**src/rtl/ringcam_pkg.sv**
```systemverilog
package ringcam_pkg;

    typedef enum logic [1:0] {
        RING_USER = 2'd0,
        RING_OS   = 2'd1,
        RING_POOL = 2'd2,
        RING_PHYS = 2'd3
    } ring_e;

endpackage

```
**src/rtl/ringcam_phys_cam.sv**
```systemverilog
module ringcam_phys_cam #(
    parameter int BLK_W = 4,
    parameter int IDX_W = 24,
    parameter int PIR_W = 8
) (
    input  logic                   tid8_mode,
    input  logic [BLK_W-1:0]       chip_blk,
    input  logic [PIR_W-1:0]       proc_id,
    output logic [BLK_W+IDX_W-1:0] phys_cam
);
    localparam int T7_W = PIR_W;
    localparam int T8_W = PIR_W + 1;

    logic [T7_W-1:0]  tid_short;
    logic [T8_W-1:0]  tid_long;
    logic [IDX_W-1:0] thread;

    always_comb begin
        tid_short = {1'b1, proc_id[PIR_W-2:0]};
        tid_long  = {1'b1, proc_id};
        thread    = tid8_mode ? IDX_W'(tid_long) : IDX_W'(tid_short);
        phys_cam  = {chip_blk, thread};
    end

endmodule

```
**src/rtl/ringcam_prio.sv**
```systemverilog
module ringcam_prio
    import ringcam_pkg::*;
(
    input  logic  fmt,
    input  logic  cam_ign,
    input  logic  phys_ok,
    input  logic  pool_ok,
    input  logic  os_ok,
    input  logic  user_ok,
    output logic  hit,
    output ring_e ring
);
    always_comb begin
        hit  = 1'b0;
        ring = RING_USER;
        if (fmt) begin
            if (user_ok) begin
                hit  = 1'b1;
                ring = RING_USER;
            end
        end else if (!cam_ign) begin
            if (phys_ok) begin
                hit  = 1'b1;
                ring = RING_PHYS;
            end else if (pool_ok) begin
                hit  = 1'b1;
                ring = RING_POOL;
            end else if (os_ok) begin
                hit  = 1'b1;
                ring = RING_OS;
            end
        end
    end

endmodule

```
**src/rtl/ringcam_top.sv**
```systemverilog
module ringcam_top
    import ringcam_pkg::*;
#(
    parameter int BLK_W      = 4,
    parameter int IDX_W      = 24,
    parameter int PIR_W      = 8,
    parameter int LS_W       = 8,
    parameter bit REGISTERED = 1'b1
) (
    input  logic                   clk,
    input  logic                   rst_n,
    input  logic                   tid8_mode,
    input  logic [BLK_W-1:0]       chip_blk,
    input  logic [PIR_W-1:0]       proc_id,
    input  logic                   fmt,
    input  logic                   cam_ign,
    input  logic [BLK_W-1:0]       tgt_blk,
    input  logic [IDX_W-1:0]       tgt_idx,
    input  logic [LS_W-1:0]        lsrv_id,
    input  logic                   phys_vld,
    input  logic                   pool_vld,
    input  logic [BLK_W+IDX_W-1:0] pool_cam,
    input  logic                   os_vld,
    input  logic [BLK_W+IDX_W-1:0] os_cam,
    input  logic                   usr_vld,
    input  logic [LS_W-1:0]        usr_lsrv,
    output logic                   hit,
    output logic [1:0]             ring
);
    localparam int CAM_W = BLK_W + IDX_W;

    logic [CAM_W-1:0] tgt_cam;
    logic [CAM_W-1:0] phys_cam;
    logic             phys_ok, pool_ok, os_ok, user_ok;
    logic             hit_c;
    ring_e            ring_c;

    assign tgt_cam = {tgt_blk, tgt_idx};

    ringcam_phys_cam #(.BLK_W(BLK_W), .IDX_W(IDX_W), .PIR_W(PIR_W)) u_phys (
        .tid8_mode (tid8_mode),
        .chip_blk  (chip_blk),
        .proc_id   (proc_id),
        .phys_cam  (phys_cam)
    );

    always_comb begin
        phys_ok = phys_vld && (phys_cam == tgt_cam);
        pool_ok = pool_vld && (pool_cam == tgt_cam);
        os_ok   = os_vld   && (os_cam   == tgt_cam);
        user_ok = os_ok && usr_vld && (usr_lsrv == lsrv_id);
    end

    ringcam_prio u_prio (
        .fmt     (fmt),
        .cam_ign (cam_ign),
        .phys_ok (phys_ok),
        .pool_ok (pool_ok),
        .os_ok   (os_ok),
        .user_ok (user_ok),
        .hit     (hit_c),
        .ring    (ring_c)
    );

    generate
        if (REGISTERED) begin : g_reg
            logic       hit_q;
            logic [1:0] ring_q;
            always_ff @(posedge clk) begin
                if (!rst_n) begin
                    hit_q  <= 1'b0;
                    ring_q <= 2'd0;
                end else begin
                    hit_q  <= hit_c;
                    ring_q <= ring_c;
                end
            end
            assign hit  = hit_q;
            assign ring = ring_q;
        end else begin : g_comb
            assign hit  = hit_c;
            assign ring = ring_c;
        end
    endgenerate

endmodule

```
**config.mk**
```make
export PLATFORM = sky130hd
export DESIGN_NAME = ringcam_top
export DESIGN_NICKNAME = d
export VERILOG_FILES = /design/src/rtl/ringcam_pkg.sv /design/src/rtl/ringcam_phys_cam.sv /design/src/rtl/ringcam_prio.sv /design/src/rtl/ringcam_top.sv
export SDC_FILE = /design/constraint.sdc
export NUM_CORES = 1
export LEC_CHECK = 0
export BUFFER_PORTS_ARGS = -buffer_cell sky130_fd_sc_hd__buf_4
export CORE_UTILIZATION = 36
export DETAILED_ROUTE_END_ITERATION = 12
export GPL_TIMING_DRIVEN = 0
export PLACE_DENSITY = 0.91
export SYNTH_ARGS = -nofsm -noshare
export SYNTH_HDL_FRONTEND = slang
export SYNTH_SLANG_ARGS = --single-unit
```
**constraint.sdc**
```tcl
create_clock -name clk -period 3.7 [get_ports clk]
set_input_delay 0.74 -clock clk [delete_from_list [all_inputs] [get_ports clk]]
set_output_delay 0.74 -clock clk [all_outputs]
set_load 0.01 [all_outputs]
```
==> run_summary.xml <==
<?xml version="1.0" encoding="UTF-8"?>
<metrics>
  <group name="worst_setup_path">
    <metric name="crit_path_start_kind" unit="">primary input</metric>
    <metric name="worst-setup-path-type" unit="">primary input to register</metric>
    <metric name="crit_path_capture_type" unit="">register</metric>
    <metric name="cp.required" unit="ps">3860</metric>
    <metric name="arrival" unit="ps">2230</metric>
    <metric name="worst_path_max_delay_cell" unit="">sky130_fd_sc_hd__or4_1</metric>
    <metric name="critical-path-max-stage-delay" unit="ps">540</metric>
    <metric name="critPathMaxFanout" unit="">3</metric>
    <metric name="critical_path.cell_chain" unit="">buf_4 -&gt; xnor2_1 -&gt; nand4_1 -&gt; or4_1 -&gt; or2_1 -&gt; a311oi_2</metric>
  </group>
  <group name="detailed_routing">
    <metric name="detail_route.iter0.violations" unit="">8</metric>
    <metric name="avgRoutedWirePerCell" unit="um">13.8</metric>
    <metric name="drc" unit="">0</metric>
    <metric name="drt_via_density" unit="">5.00</metric>
    <metric name="route.final.wire_length" unit="mm">3.89</metric>
    <metric name="vias" unit="">1409</metric>
    <metric name="drt_pre_antenna_iters" unit="">4</metric>
    <metric name="ant_nets" unit="">0</metric>
  </group>
  <group name="synthesis">
    <metric name="postSynth.asyncResetShare" unit="%">0</metric>
    <metric name="syn_area_per_cell" unit="sq um">8.14</metric>
    <metric name="synthDistinctLibCells" unit="">19</metric>
    <metric name="synth-seq-area-share" unit="%">5.90</metric>
    <metric name="synth-edff-count" unit="">0</metric>
    <metric name="synth-seq-cells" unit="">3</metric>
    <metric name="yosys_most_used_dff" unit="">sky130_fd_sc_hd__dfxtp_1</metric>
    <metric name="yosysWarnings" unit="">0</metric>
    <metric name="area_of_the_mapped_netlist" unit="sq um">1020</metric>
    <metric name="synth.net_count" unit="">246</metric>
    <metric name="syn-instance-count" unit="">125</metric>
  </group>
  <group name="place">
    <metric name="place.port_buffers" unit="">123</metric>
    <metric name="final_gp_congestion" unit="">0.713</metric>
    <metric name="preCtsSetupSlack" unit="ps">1390</metric>
    <metric name="placed_cells" unit="">278</metric>
    <metric name="postPlaceCellArea" unit="sq um">1980</metric>
    <metric name="post-dp-hpwl" unit="mm">3.60</metric>
  </group>
  <group name="sta">
    <metric name="worst-slew-pin-transition" unit="ps">580</metric>
    <metric name="post-route-period-util" unit="%">56.0</metric>
    <metric name="setup_ws" unit="ps">1630</metric>
    <metric name="final.hold.worst_slack" unit="ps">817</metric>
    <metric name="period_minus_slack" unit="ps">2070</metric>
    <metric name="max_clock_freq" unit="GHz">0.483</metric>
    <metric name="rsz0062_at_grt" unit="">no</metric>
    <metric name="slew_violations" unit="">0</metric>
    <metric name="finalSetupViolCount" unit="">0</metric>
    <metric name="worst_slew_margin_rel" unit="%">60.9</metric>
    <metric name="hold_viol_final" unit="">0</metric>
    <metric name="fin_tns_setup" unit="ps">0</metric>
  </group>
  <group name="clocking">
    <metric name="holdBufCountCts" unit="">0</metric>
    <metric name="cts_sinks" unit="">3</metric>
    <metric name="cts_setup_buffers" unit="">0</metric>
    <metric name="htree_num_levels" unit="">1</metric>
    <metric name="clkSlewWorstSetupHoldPaths" unit="ps">40</metric>
    <metric name="numCtsBuffers" unit="">3</metric>
    <metric name="clk_root_buffer_cell" unit="">sky130_fd_sc_hd__clkbuf_4</metric>
    <metric name="clock_path_buffers" unit="">2</metric>
    <metric name="post_cts_resized" unit="">0</metric>
    <metric name="cts_tree" unit="">yes</metric>
  </group>
  <group name="power_and_ir_drop">
    <metric name="power-per-cell-area" unit="nW/um^2">152</metric>
    <metric name="maximum_ir_drop_on_the_vdd_rail" unit="uV">141</metric>
    <metric name="leakagePower" unit="nW">0.871</metric>
    <metric name="design_power_total" unit="mW">0.305</metric>
  </group>
  <group name="global_routing">
    <metric name="first_global_vias" unit="">1318</metric>
    <metric name="grt_start_max_net_pins" unit="">5</metric>
    <metric name="globalRoute.busiestLayer" unit="">met2</metric>
    <metric name="gr-usage-all-layers" unit="%">24.9</metric>
    <metric name="grt_antenna_before_repair" unit="">0</metric>
    <metric name="groute.layer.met1.usage" unit="%">24.0</metric>
    <metric name="grt_remaining_overflow" unit="">0</metric>
    <metric name="grt_first_pass_wirelength" unit="mm">5.22</metric>
    <metric name="routing_usage_on_met3" unit="%">3.83</metric>
    <metric name="global_route.usage.met2" unit="%">52.0</metric>
  </group>
  <group name="finish">
    <metric name="layout.cells.most_common_list" unit="">123 x sky130_fd_sc_hd__buf_4, 57 x sky130_fd_sc_hd__xnor2_1, 19 x sky130_fd_sc_hd__xor2_1</metric>
    <metric name="register_area" unit="sq um">60.1</metric>
    <metric name="final_net_count" unit="">374</metric>
    <metric name="n_antenna_cell" unit="">0</metric>
    <metric name="share_of_cells_above_drive_strength_1" unit="%">51.2</metric>
    <metric name="fillCellCount" unit="">214</metric>
    <metric name="final_design_area_no_fill" unit="sq um">2000</metric>
    <metric name="utilization" unit="%">78.1</metric>
    <metric name="area_growth" unit="%">97.0</metric>
    <metric name="final-instance-count-excl-fill" unit="">282</metric>
    <metric name="multi_input_area" unit="sq um">950</metric>
    <metric name="layout_commonest_cell" unit="">sky130_fd_sc_hd__buf_4</metric>
  </group>
  <group name="hold_path">
    <metric name="hold_path.class" unit="">primary input to register</metric>
  </group>
  <group name="die">
    <metric name="fp.coreArea" unit="sq um">2570</metric>
    <metric name="dieHeight" unit="um">55.2</metric>
    <metric name="effective_utilization_at_floorplan" unit="%">39.6</metric>
    <metric name="number_of_top_level_design_ports" unit="">124</metric>
    <metric name="floorplan.die.width" unit="um">55.2</metric>
    <metric name="die-area" unit="sq um">3040</metric>
    <metric name="rows" unit="">18</metric>
  </group>
  <group name="job">
    <metric name="timing.max_cap.violations" unit="">0</metric>
  </group>
  <group name="outcome">
    <metric name="run_status" unit="">finished clean</metric>
  </group>
</metrics>
-- per-layer routing --
layer  vias up  share of wire, %
met4         0               1.8
met3         9               8.4
met1       630                32
met5         -                 0
li1        699                 -
met2        71                58
-- final cells by class --
type | instances | area share [%]
clock buffers | 4 | 1.31
inverters | 2 | 0.375
multi-input cells | 120 | 47.4
flip-flops and latches | 3 | 3.00
well taps | 30 | 1.87
repair buffers | 123 | 46.1
-- critical path: cells and delay by family --
kind	cells	cell delay, ps
XOR/XNOR	1	230
AO/OA/AOI/OAI	1	190
buffers and inverters	1	130
AND/OR/NAND/NOR	3	940
-- logic make-up after synthesis --
group / Yosys count / synth area share, %
AO/OA/AOI/OAI: 7 / 4.92
XOR/XNOR: 76 / 65.4
buffers and inverters: 2 / 0.738
flip-flops: 3 / 5.90
AND/OR/NAND/NOR: 37 / 23.0
-- state kept, by name, summed over array words and instances, names as in the netlist --
name,cells
ring,2
hit,1
-- where the power goes --
part / internal [mW] / switching, mW
clock: 0.0407 / 0.0208
combinational: 0.136 / 0.0751
sequential: 0.0325 / 0.0000000000132
-- cells in the mapped netlist, types with 2 or more instances --
master | n | area (sq um)
sky130_fd_sc_hd__xnor2_1 | 57 | 499
sky130_fd_sc_hd__xor2_1 | 19 | 166
sky130_fd_sc_hd__nand4_1 | 15 | 93.8
sky130_fd_sc_hd__nor4_1 | 8 | 50.1
sky130_fd_sc_hd__a21oi_1 | 3 | 15.0
sky130_fd_sc_hd__dfxtp_1 | 3 | 60.1
sky130_fd_sc_hd__nand2_1 | 3 | 11.3
sky130_fd_sc_hd__nand3_1 | 3 | 15.0
sky130_fd_sc_hd__a31oi_1 | 2 | 12.5
sky130_fd_sc_hd__inv_1 | 2 | 7.51
sky130_fd_sc_hd__nor3_1 | 2 | 10.0
-- final timing paths --
kind                   to  cells past startpoint  slack [ps]  startpoint
hold / removal    ring[0]                      4         820     cam_ign
setup / recovery      hit                      6        1630  tgt_idx[4]
No activity file was read; power rests on OpenSTA's default activity.
